### src/rtl/intreq_pkg.sv
package intreq_pkg;
  typedef enum logic {
    W_IDLE = 1'b0,
    W_VEC  = 1'b1
  } wait_st_t;

  localparam int unsigned NUM_SRC = 6;
  localparam int unsigned ST_BITS = 4;
  localparam int unsigned ST_ACK  = 0;
endpackage

### src/rtl/intreq_delay.sv
module intreq_delay #(
  parameter int unsigned DLY = 4
) (
  input  logic clk,
  input  logic rst_n,
  input  logic req_any,
  input  logic gate_en,
  output logic irq
);
  localparam int unsigned CW = (DLY > 1) ? $clog2(DLY) : 1;
  localparam logic [CW-1:0] LAST = CW'(DLY - 1);

  logic          arm;
  logic [CW-1:0] cnt;

  assign arm = req_any & gate_en;

  always_ff @(posedge clk or negedge rst_n) begin
    if (!rst_n) begin
      cnt <= '0;
      irq <= 1'b0;
    end else if (!arm) begin
      cnt <= '0;
      irq <= 1'b0;
    end else if (!irq) begin
      if (cnt == LAST) irq <= 1'b1;
      else             cnt <= cnt + 1'b1;
    end
  end

  // losing enable or request drops the line at the next edge
  p_gate_drop_r3: assert property (@(posedge clk) disable iff (!rst_n)
    !(req_any && gate_en) |=> !irq);
  // a rise always follows an armed edge
  p_rise_armed_r2: assert property (@(posedge clk) disable iff (!rst_n)
    $rose(irq) |-> $past(req_any && gate_en));
  // once up, stays up while armed
  p_hold_up_r2: assert property (@(posedge clk) disable iff (!rst_n)
    (irq && req_any && gate_en) |=> irq);
endmodule

### src/rtl/intreq_status.sv
module intreq_status #(
  parameter int unsigned W = 4
) (
  input  logic         clk,
  input  logic         rst_n,
  input  logic         stb,
  input  logic [W-1:0] din,
  output logic [W-1:0] q
);
  always_ff @(posedge clk or negedge rst_n) begin
    if (!rst_n)   q <= '0;
    else if (stb) q <= din;
  end

  // capture on strobe, hold otherwise
  p_capture_r4: assert property (@(posedge clk) disable iff (!rst_n)
    stb |=> q == $past(din));
  p_keep_r4: assert property (@(posedge clk) disable iff (!rst_n)
    !stb |=> $stable(q));
endmodule

### src/rtl/intreq_prio.sv
module intreq_prio #(
  parameter int unsigned N  = 6,
  parameter int unsigned CW = 3
) (
  input  logic [N-1:0]  req,
  output logic [CW-1:0] code
);
  localparam logic [CW-1:0] NONE = '1;

  logic [N-1:0] grant;

  for (genvar i = 0; i < N; i++) begin : g_grant
    if (i == 0) begin : g_top
      assign grant[i] = req[i];
    end else begin : g_rest
      assign grant[i] = req[i] & ~(|req[i-1:0]);
    end
  end

  always_comb begin
    code = NONE;
    for (int i = 0; i < N; i++) begin
      if (grant[i]) code = CW'(i);
    end
  end

  // at most one source wins
  always_comb begin
    p_onehot_grant_r6: assert ($onehot0(grant));
    // empty request set yields the all-ones code
    if (req == '0) p_none_code_r7: assert (code == NONE);
  end
endmodule

### src/rtl/intreq_ctrl.sv
module intreq_ctrl
  import intreq_pkg::*;
#(
  parameter int unsigned DLY = 4
) (
  input  logic         clk,
  input  logic         rst_n,
  input  logic [5:0]   src_n,
  input  logic         int_en,
  input  logic         sync_stb,
  input  logic [3:0]   st_in,
  input  logic         vec_ready,
  output logic         irq_out,
  output logic [3:0]   st_lat,
  output logic         vec_valid,
  output logic [2:0]   vec_code,
  output logic         hold_wait
);
  localparam int unsigned CW = $clog2(NUM_SRC + 1);

  logic [NUM_SRC-1:0] req;
  logic               req_any;
  logic [CW-1:0]      enc_code;
  logic               ack_hit;
  wait_st_t           st;
  logic [CW-1:0]      code_q;

  assign req     = ~src_n;
  assign req_any = |req;
  assign ack_hit = sync_stb & st_in[ST_ACK];

  intreq_delay #(.DLY(DLY)) u_delay (
    .clk     (clk),
    .rst_n   (rst_n),
    .req_any (req_any),
    .gate_en (int_en),
    .irq     (irq_out)
  );

  intreq_status #(.W(ST_BITS)) u_status (
    .clk   (clk),
    .rst_n (rst_n),
    .stb   (sync_stb),
    .din   (st_in),
    .q     (st_lat)
  );

  intreq_prio #(.N(NUM_SRC), .CW(CW)) u_prio (
    .req  (req),
    .code (enc_code)
  );

  always_ff @(posedge clk or negedge rst_n) begin
    if (!rst_n) begin
      st     <= W_IDLE;
      code_q <= '0;
    end else begin
      case (st)
        W_IDLE: if (ack_hit) begin
          st     <= W_VEC;
          code_q <= enc_code;
        end
        W_VEC: if (vec_ready) st <= W_IDLE;
        default: st <= W_IDLE;
      endcase
    end
  end

  assign vec_valid = (st == W_VEC);
  assign hold_wait = (st == W_VEC);
  assign vec_code  = code_q;

  // acknowledge while idle opens a wait with a vector
  p_ack_wait_r5: assert property (@(posedge clk) disable iff (!rst_n)
    (!vec_valid && ack_hit) |=> (vec_valid && hold_wait));
  // frozen code matches the encoder at the acknowledge edge
  p_code_frozen_r6: assert property (@(posedge clk) disable iff (!rst_n)
    (!vec_valid && ack_hit) |=> vec_code == $past(enc_code));
  // back-pressure keeps the offer intact
  p_backpress_r8: assert property (@(posedge clk) disable iff (!rst_n)
    (vec_valid && !vec_ready) |=> (vec_valid && hold_wait && $stable(vec_code)));
  // transfer ends the wait
  p_release_r9: assert property (@(posedge clk) disable iff (!rst_n)
    (vec_valid && vec_ready) |=> (!vec_valid && !hold_wait));
  // no acknowledge, no wait
  p_no_spurious_r10: assert property (@(posedge clk) disable iff (!rst_n)
    (!vec_valid && !ack_hit) |=> !vec_valid);
endmodule

### config.mk
export PLATFORM = sky130hd
export DESIGN_NAME = intreq_ctrl
export DESIGN_NICKNAME = d
export VERILOG_FILES = /design/src/rtl/intreq_pkg.sv /design/src/rtl/intreq_delay.sv /design/src/rtl/intreq_status.sv /design/src/rtl/intreq_prio.sv /design/src/rtl/intreq_ctrl.sv
export SDC_FILE = /design/constraint.sdc
export NUM_CORES = 1
export LEC_CHECK = 0
export ABC_AREA = 0
export BUFFER_PORTS_ARGS = -buffer_cell sky130_fd_sc_hd__buf_2
export CORE_AREA = 2 2 39 41
export DETAILED_ROUTE_END_ITERATION = 10
export DIE_AREA = 0 0 41 43
export PLACE_DENSITY_LB_ADDON = 0.1
export SETUP_SLACK_MARGIN = 0.5
export SYNTH_ARGS = -nofsm -noshare
export SYNTH_HDL_FRONTEND = slang
export SYNTH_HIERARCHICAL = 1
export SYNTH_SLANG_ARGS = --single-unit
### constraint.sdc
create_clock -name clk -period 1.6 [get_ports clk]
set_input_delay 0.32 -clock clk [delete_from_list [all_inputs] [get_ports clk]]
set_output_delay 0.32 -clock clk [all_outputs]
set_load 0.01 [all_outputs]
# --- Yosys cells after proc, flatten, opt, wreduce, memory -nomap -nowiden ---
# Cells that the tools add are included.
totals:
  reg_bits: 11
  in_bits: 15
  output_inout_bits: 10
  wordCells: 45
classes:
  n_addsub: 1
  n_eq_ne: 3
  n_mux: 15
  n_bitwise: 14
  n_reduce_logical: 7
op_table:
  columns: ["op", "count"]
  rows:
  - ["3-bit 2-to-1 mux", 6]
  - ["1-bit AND", 7]
  - ["2-bit 2-to-1 mux", 3]
  - ["1-bit inverter", 6]
  - ["6-bit inverter", 1]
  - ["6-bit OR reduction", 1]
  - ["1-bit 2-to-1 mux", 5]
  - ["5-bit OR reduction", 1]
  - ["2-bit inequality test, second input constant", 2]
  - ["2-bit AND reduction", 2]
  - ["4-bit OR reduction", 1]
  - ["3-bit OR reduction", 1]
  - ["2-bit by 1-bit adder with 2-bit output, second input constant", 1]
  - ["2-bit == test, second input constant", 1]
  - ["1-bit one-hot mux with 2 select lines", 1]
  - ["2-bit OR reduction", 1]

# --- Depth between registers and ports, before layout ---
# Gate-level depths: netlist of run 1.
logic_depth:
  depth_word: 8
  depth_mapped: 4
  ltp_nobuf: 4

# --- Modules after synthesis ---
# The synthesis of run 1 kept the hierarchy.
by_module_without_submodules:
  columns: ["module", "instances", "cells_per_inst", "area_per_inst_um2", "seq_area_each_um2"]
  rows:
  - ["intreq_ctrl", 1, 19, 216.5, 100.1]
  - ["intreq_status", 1, 8, 145.1, 100.1]
  - ["intreq_delay", 1, 13, 133.9, 75.1]
  - ["intreq_prio", 1, 7, 45.0, 0.0]

# --- Worst setup path before layout of run 1 ---
# Ideal clock, no wire load.
synth_path:
  path_type: "register to register"
  from: "register u_delay.cnt[0]"
  to: "register u_delay.cnt[0]"
  setup_time_ns: 0.077
  arrival_ns: 1.073
  path_slack_ns: 0.450
  stages_incl_launch_ff: 4
  period_less_slack_ns: 1.150
  cell_sequence: "dfrtp_1 > ha_1 > or3_1 > a21oi_1"
synth_via:
  elab_chain_len: 4
  word_cells_on_any_way: 7
  cone_classes: "add/sub (1); eq/ne (2); mux (3); reduce/logical (1)"
synth_lines:
  columns: ["element", "line_no", "source"]
  rows:
  - ["start: declaration", "intreq_delay.sv:14", "logic [CW-1:0] cnt;"]
  - ["start signal: assignment", "intreq_delay.sv:27", "else cnt <= cnt + 1'b1;"]
  - ["2-bit by 1-bit adder with 2-bit output", "intreq_delay.sv:27", null]
  - ["2-bit 2-to-1 mux", "intreq_delay.sv:26", "if (cnt == LAST) irq <= 1'b1;"]
  - ["2-bit 2-to-1 mux", "intreq_delay.sv:25", "end else if (!irq) begin"]
  - ["2-bit 2-to-1 mux", "intreq_delay.sv:22", "end else if (!arm) begin"]
# Parallel ways exist; a longest one is shown, timed or not. The select of a mux whose other input is x is not followed.
# A chain may end at the register's enable or synchronous reset.

# --- Final worst setup path of run 1 ---
layout_path:
  from: "register u_delay.cnt[1]"
  to: "register u_delay.cnt[1]"
# Same word-level chain as after synthesis.

==> run metrics, run 1 <==
post-synth net total 63; area grow syn2layout 41.7%; final WL 1040 um; clock latency on the worst-skew pair 0.26 ns; cells after synthesis 47; Worst Hold Slack 0.228 ns; most frequent cell after synthesis dfrtp_1; initial antenna violation count 0; Die Y 43 um; post-route cell area 766 um2; IO Count 25; Hold Path Depth 2; ANT cells 0; leakage power figure 0.000426 uW; run status finished, final reports clean; Hold Crit Start vec_ready; Yosys top cell area share 50.9%; DP Wirelength 777 um; Clock Tree Root clkbuf_4; Synth area leaders dfrtp_1 51%, mux2_2 8.3%, mux2_4 8.3%; die area 0.00176 mm2; Crit Path Max Fanout 2; First-pass DRT Iterations 2; Max Root-Sink Buffers 2; Final setup viols 0; CTS Buf Count 3; total congestion overflow 0; R2R Path Start u_delay/cnt[1]; Least-Margin Pin Slew 0.249 ns; FF-to-FF End u_delay/cnt[1]; Hold Vio Cnt, Final 0; largest net degree at the start of global routing 12; DRC violations left 0; skew final 0.00385 ns; count of cell types in the netlist 17; Ys Warns 6; share of layout cells above drive strength 1 55.0%; post-synthesis sequential area ratio 50.9%; family with the most delay on the worst path flip-flops; Slew Limit Fails 0; RSZ-0062 raised after global routing yes; first-pass GRT wire length 1500 um; hold endpoint hold_wait; required time of the worst setup path 1.79 ns; mean post-synth cell area 11.5 um2; vias in the first global route 401; Core ar. 0.00138 mm2; worst vdd ir 0.454 mV; Max Cap Viol 0; average wire per standard cell 10.8 um; Hold Crit Class in2reg; area leader, netlist dfrtp_1; number of cells on the worst reg-to-reg path 3; WP data arrival 1.44 ns; Routed Antenna Nets 0; r2r setup slk 0.34 ns; H-Tree Depth 1; gpl congestion 0.699; final setup TNS 0 ns; Setup crit end kind flop; final worst-path cycle share 78.5%; die extent in x 41 um; max frequency 796 MHz; Period minus WS final 1.26 ns; Crit Path Class reg2reg; Max stage delay cell, worst path dfrtp_1; initial drt markers 4; Total Routing Usage GR 12.7%; Worst-path clk slew 0.07 ns; number of core rows 14; top cells by count, synth 11 x dfrtp_1, 8 x inv_1, 5 x nor2_1; Worst path max stage delay 0.41 ns; initial core utilization 39.1%; CTS tree built; Buf/Inv on CP 0; I/O Buffers 24; total power per unit cell area 1030 mW/mm2; clk sink count 11; routed vias 451; critical path cell sequence ha_4 > or3b_4 > a21oi_2; Post-synth EDFFs 0; via density per instance 4.70; placed cell area 673 um2; Top FF cell, synth dfrtp_1; Post-Syn Area 541 um2; Rel. slew slack 83.4%; crit start category flop; asr flop ratio synth 100%; # nets final 97; Seq cells post-synth 11
[worst max path at each step]
stage / startpoint / endpoint / slack (ns) / cells after the start
finish: u_delay/cnt[1] / u_delay/cnt[1] / 0.34 / 3
global route: u_delay/cnt[1] / u_delay/cnt[1] / 0.31 / 3
CTS: u_delay/cnt[0] / u_delay/cnt[1] / 0.36 / 3
detailed placement: u_delay/cnt[0] / u_delay/cnt[1] / 0.39 / 3
global placement: u_delay/cnt[0] / u_delay/cnt[0] / 0.40 / 3
floorplan: u_delay/cnt[0] / u_delay/cnt[0] / 0.45 / 3
[worst reg2reg max path, delay by kind of cell, from the launching register on]
family	cells	cell delay, ns
and+or+nand+nor	1	0.36
AOI/OAI and AO/OA	1	0.15
adders and majority gates	1	0.27
DFF	1	0.41
[layer usage]
metal | global-route usage, % | up-vias | wire length (um)
li1 | - | 224 | -
met1 | 14.4 | 210 | 461
met2 | 20.0 | 15 | 495
met3 | 4.71 | 2 | 73
met4 | 6.00 | 0 | 8
met5 | 0 | - | 0
[sequential cells by signal (all words and copies together), names as in the netlist]
signal,flops
u_delay/irq,1
vec_code,3
hold_wait,1
u_status/q,4
u_delay/cnt,2
[what timing repair did]
action	CTS	global route
endpoints found under the hold margin	11	0
resized for setup	0	4
pin swaps	0	3
hold buffers	1	0
buffers inserted	2	3
setup endpoints to repair	12	12
[power breakdown]
part | internal [uW] | switching, uW | total, uW
clock | 96.3 | 84.5 | 181
combinational | 150 | 99.0 | 249
sequential | 323 | 33.3 | 356
total | 569 | 217 | 785
[cells in the final DEF, fill, tap and decap left out, types with 2 or more instances in the layout]
cell type | synthesis | final
buf_2 | 0 | 24
dfrtp_1 | 11 | 11
inv_1 | 8 | 8
buf_4 | 1 | 5
nor2_1 | 5 | 5
mux2_2 | 4 | 4
o21ai_0 | 3 | 3
mux2_4 | 3 | 3
clkbuf_4 | 0 | 3
or3_1 | 2 | 2
[area by class of cell]
type	instances	area [um2]
clock buffer	4	26.3
tap	16	20.0
timing repair buffer	30	168
multi-input combinational	27	246
sequential	11	275
fill	133	618
inverter	8	30.0
[logic make-up (layout without fill, tap and decap cells)]
family,after synthesis,after routing,share of synthesized area [%]
buf+inv,9,42,6.95
mux,7,7,16.7
compound gates,7,7,9.03
fa+ha+maj,1,1,2.31
simple gates,12,12,14.1
flops,11,11,50.9
[through the flow]
stage	utilization (%)	instances	total power (uW)	setup WS [ns]
final	55.3	96	785	0.344
after global routing	55.3	96	839	0.313
after CTS	52.4	93	743	0.359
after detailed placement	48.6	86	538	0.385
after global placement	48.6	86	535	0.396
after floorplan	-	47	467	0.450
Note: power is estimated with default switching activity, not from simulation.
==> run 2, diff against run 1 <==
--- a/config.mk
+++ b/config.mk
@@ -7,9 +7,9 @@
 export LEC_CHECK = 0
 export ABC_AREA = 0
 export BUFFER_PORTS_ARGS = -buffer_cell sky130_fd_sc_hd__buf_2
-export CORE_AREA = 2 2 39 41
+export CORE_MARGIN = 2
+export CORE_UTILIZATION = 39
 export DETAILED_ROUTE_END_ITERATION = 10
-export DIE_AREA = 0 0 41 43
 export PLACE_DENSITY_LB_ADDON = 0.1
 export SETUP_SLACK_MARGIN = 0.5
 export SYNTH_ARGS = -nofsm -noshare
==> constraint.sdc (replaced) <==
create_clock -name clk -period 1.1 [get_ports clk]
set_input_delay 0.22 -clock clk [delete_from_list [all_inputs] [get_ports clk]]
set_output_delay 0.22 -clock clk [all_outputs]
set_load 0.01 [all_outputs]
==> run 2 against run 1 <==
Critical path depth is the same. The flow now finishes with violations (setup timing). Register-to-register slack lost 0.50 ns. First-iteration DRC count is the same. Sequential power grew 48%. Largest cell class unchanged. Critical path type unchanged.
==> run metrics, run 2 (same netlist as run 1, synthesis figures left out) <==
CTS tree built; largest net degree at the start of global routing 12; share of layout cells above drive strength 1 59.5%; clk sink count 11; post-route cell area 833 um2; CTS Buf Count 3; routed vias 465; R2R Path Start u_delay/cnt[0]; Clock Tree Root clkbuf_4; first-pass GRT wire length 1590 um; hold endpoint hold_wait; max FFs per register 4; FF-to-FF End u_delay/cnt[1]; Total Routing Usage GR 15.2%; H-Tree Depth 1; max frequency 794 MHz; final setup TNS -0.283 ns; # nets final 101; total power per unit cell area 1440 mW/mm2; Most flops, register u_status/q; fin cells 99; RSZ-0062 raised after global routing yes; average wire per standard cell 11.5 um; area grow syn2layout 54.2%; Hold Path Depth 2; Pint 864 uW; Max Cap Viol 0; Hold Crit Class in2reg; placed insts 86; fin worst setup slack -0.159 ns; Hold Vio Cnt, Final 0; fin util 64.0%; required time of the worst setup path 1.29 ns; r2r setup slk -0.16 ns; leakage power figure 0.000470 uW; placed cell area 679 um2; worst vdd ir 0.801 mV; Max Root-Sink Buffers 2; IO Count 25; DRC violations left 0; vias in the first global route 394; combinational power share 33.8%; crit start category flop; number of cells on the worst reg-to-reg path 3; ANT cells 0; die extent in x 41.2 um; die area 0.00170 mm2; clock latency on the worst-skew pair 0.26 ns; final worst-path cycle share 114%; Rel. slew slack 82.2%; skew final 0.000710 ns; most frequent cells in the layout 23 x buf_2, 11 x dfrtp_1, 8 x inv_1; failing checks setup timing; Switching Fraction 27.8%; Least-Margin Pin Slew 0.265 ns; Crit Path Max Fanout 3; Worst-path clk slew 0.07 ns; clock group share of total power 22.2%; initial antenna violation count 0; initial drt markers 4; Routed Antenna Nets 0; Period minus WS final 1.26 ns; fillers 122; number of core rows 13; run status complete, but fails checks; I/O Buffers 24; Setup crit end kind flop; Flop pwr share 43.9%; initial core utilization 41.5%; Hold Crit Start vec_ready; via density per instance 4.70; setup slack at placement -0.127 ns; WP data arrival 1.45 ns; Final setup viols 2; Core ar. 0.00130 mm2; Slew Limit Fails 0; Die Y 41.2 um; switching pwr 333 uW; total congestion overflow 0; First-pass DRT Iterations 2; final WL 1140 um; Crit Path Class reg2reg; gpl congestion 0.609; most common cell after layout, fill and taps aside buf_2; DP Wirelength 804 um
## run 2: timing repair
item	CTS	global route
resized for setup	5	9
pin swaps	0	4
endpoints found under the hold margin	11	0
endpoints found under the setup margin	21	21
hold buffers	1	0
gates cloned	0	0
setup buffers	2	6
## run 2: worst max path at each step
stage | start | end | slack (ns) | cells after the start
final | u_delay/cnt[0] | u_delay/cnt[1] | -0.16 | 3
after detailed placement | u_delay/cnt[0] | u_delay/cnt[1] | -0.13 | 3
after CTS | u_delay/cnt[0] | u_delay/cnt[1] | -0.15 | 3
after floorplan | u_delay/cnt[0] | u_delay/cnt[0] | -0.05 | 3
after global placement | u_delay/cnt[0] | u_delay/cnt[0] | -0.09 | 3
after global routing | u_delay/cnt[0] | u_delay/cnt[1] | -0.21 | 3
## run 2: per-layer routing
layer	vias up	GRT usage, %	part of all wire [%]
met4	0	9.68	0
met5	-	0	0
li1	236	-	-
met3	0	4.89	4.2
met1	220	18.1	43
met2	9	23.4	53
## run 2: power by group through the flow
stage	Clock [uW]	Sequential [uW]	Combinational, uW
3_3_place_gp	0	514	264
6_report	266	526	405
5_1_grt	316	534	446
3_5_place_dp	0	517	271
4_1_cts	283	510	303
2_1_floorplan	0	532	151
## run 2: layout make-up
class                      count  area (um2)  share of cell area (%)
clock buffer                   4        26.3                    3.15
inverter                       8        30.0                    3.60
multi-input combinational     27         268                    32.1
sequential                    11         275                    33.0
tap                           15        18.8                    2.25
timing repair buffer          34         215                    25.8
## run 2: worst max-delay path, stage by stage, from the launching register on
cell     delay (ns)
dfrtp_1        0.42
ha_4           0.27
or3b_4         0.36
a21oi_2        0.14
## run 2: through the flow
stage | power [uW] | hold WS, ns
2_1_floorplan | 683 | -0.0756
3_3_place_gp | 778 | 0.104
3_5_place_dp | 788 | 0.102
4_1_cts | 1100 | 0.111
5_1_grt | 1300 | 0.0936
6_report | 1200 | 0.119
==> run 3, diff against run 2 <==
--- a/config.mk
+++ b/config.mk
@@ -7,10 +7,11 @@
 export LEC_CHECK = 0
 export ABC_AREA = 0
 export BUFFER_PORTS_ARGS = -buffer_cell sky130_fd_sc_hd__buf_2
-export CORE_MARGIN = 2
+export CORE_MARGIN = 4
 export CORE_UTILIZATION = 39
 export DETAILED_ROUTE_END_ITERATION = 10
 export PLACE_DENSITY_LB_ADDON = 0.1
+export REMOVE_ABC_BUFFERS = 1
 export SETUP_SLACK_MARGIN = 0.5
 export SYNTH_ARGS = -nofsm -noshare
 export SYNTH_HDL_FRONTEND = slang
==> run 3 against run 2 <==
The run still ends with setup timing left. Highest routed layer unchanged. Flip-flop and latch count did not move. Combinational power rose by 5.4%. Power rose by 3.1%.
==> run metrics, run 3 (same netlist as run 1, synthesis figures left out) <==
routed vias 465; failing checks setup timing; Max Cap Viol 0; First-pass DRT Iterations 3; Least-Margin Pin Slew 0.280 ns; average wire per standard cell 12.3 um; die extent in x 45.2 um; first-pass GRT wire length 1990 um; Hold Crit Class in2reg; critical path cell sequence ha_4 > or3b_4 > a21oi_2; via density per instance 4.74; max FFs per register 4; clk sink count 11; Setup crit end kind flop; final WL 1200 um; crit start category flop; Period minus WS final 1.22 ns; overall power 1230 uW; most frequent cells in the layout 21 x buf_2, 10 x dfrtp_1, 8 x inv_1; RSZ-0062 raised after global routing yes; Buf/Inv on CP 0; WP data arrival 1.42 ns; IO Count 25; final worst-path cycle share 111%; area grow syn2layout 55.3%; most common cell after layout, fill and taps aside buf_2; leakage power figure 0.000465 uW; Die Y 45.2 um; Max stage delay cell, worst path dfrtp_1; CTS Buf Count 3; DRC violations left 0; Slew Limit Fails 0; final setup TNS -0.183 ns; Max Root-Sink Buffers 2; initial drt markers 10; ANT cells 0; Crit Path Max Fanout 2; share of layout cells above drive strength 1 60.2%; skew final 0.00427 ns; I/O Buffers 24; required time of the worst setup path 1.31 ns; Hold Vio Cnt, Final 0; Final setup viols 2; Worst-path clk slew 0.07 ns; total congestion overflow 0; Most flops, register u_status/q; total power per unit cell area 1470 mW/mm2; fin cells 98; gpl congestion 0.702; Core ar. 0.00130 mm2; fillers 106; fin worst setup slack -0.118 ns; Total Routing Usage GR 13.6%; worst vdd ir 0.980 mV; largest net degree at the start of global routing 12; number of core rows 13; vias in the first global route 448; initial antenna violation count 0; DP Wirelength 853 um; max frequency 821 MHz; setup slack at placement -0.0878 ns; # nets final 100; initial core utilization 41.5%; CTS tree built; placed insts 87; family with the most delay on the worst path flip-flops; Crit Path Class reg2reg; run status complete, but fails checks; clock latency on the worst-skew pair 0.27 ns; H-Tree Depth 1; Worst path max stage delay 0.41 ns; die area 0.00205 mm2; Clock Tree Root clkbuf_4; Rel. slew slack 81.1%; Routed Antenna Nets 0
run 3: cell types whose count changed in the layout (fill, tap and decap cells not counted):
cell      previous run  this run
dfrtp_2              0         1
buf_2               23        21
clkbuf_4             3         4
buf_6                4         6
dfrtp_1             11        10
buf_4                6         4
run 3: worst reg2reg max path: cells and delay by family (launching register included):
family / cells / cell delay (ns)
compound gates: 1 / 0.11
fa+ha+maj: 1 / 0.26
flops: 1 / 0.41
simple gates: 1 / 0.37
run 3: path summary, 6_finish.rpt:
| kind | from | end | slack (ns) | cells after the start |
|---|---|---|---|---|
| max in group asynchronous | rst_n | u_delay/irq | 0.58 | 2 |
| worst min-delay path | vec_ready | hold_wait | 0.11 | 2 |
| min in group asynchronous | rst_n | vec_code[0] | 0.35 | 2 |
| worst max register to register | u_delay/cnt[0] | u_delay/cnt[1] | -0.12 | 3 |
| worst min register to register | vec_code[0] | vec_code[0] | 0.54 | 1 |
| worst max-delay path | u_delay/cnt[0] | u_delay/cnt[1] | -0.12 | 3 |
run 3: layer usage:
layer	track usage (%)	part of all wire [%]
met1	17.3	42
met2	21.5	49
met3	6.37	8.7
met4	1.75	0
met5	0	0
run 3: power by group:
part           internal (uW)  total (uW)  leakage, uW  switching (uW)
logic                    273         427     0.000313             154
registers                470         528     0.000137            57.8
clock network            140         280    0.0000150             139
total                    884        1230     0.000465             351
run 3: per-stage QoR:
| stage | util (%) | instance area [um2] | hold slack, ns |
|---|---|---|---|
| 2_1_floorplan | - | 533 | -0.0756 |
| 3_3_place_gp | 52.8 | 687 | 0.102 |
| 3_5_place_dp | 52.8 | 687 | 0.105 |
| 4_1_cts | 58.6 | 762 | 0.108 |
| 5_1_grt | 64.5 | 840 | 0.109 |
| 6_report | 64.5 | 840 | 0.114 |
run 3: what timing repair did:
action                                  CTS  global route
buffers inserted                          1             5
resized for setup                         8            11
gates cloned                              0             0
endpoints found under the setup margin   21            32
pin swaps                                 3             0
endpoints found under the hold margin    11             0
hold buffers                              1             0
run 3: cell type report:
class	count	area, um2	area share (%)
clock buffer	4	26.3	3.13
multi-input combinational	27	268	31.9
tap	15	18.8	2.24
sequential	11	277	32.9
timing repair buffer	33	220	26.2
inverter	8	30.0	3.58
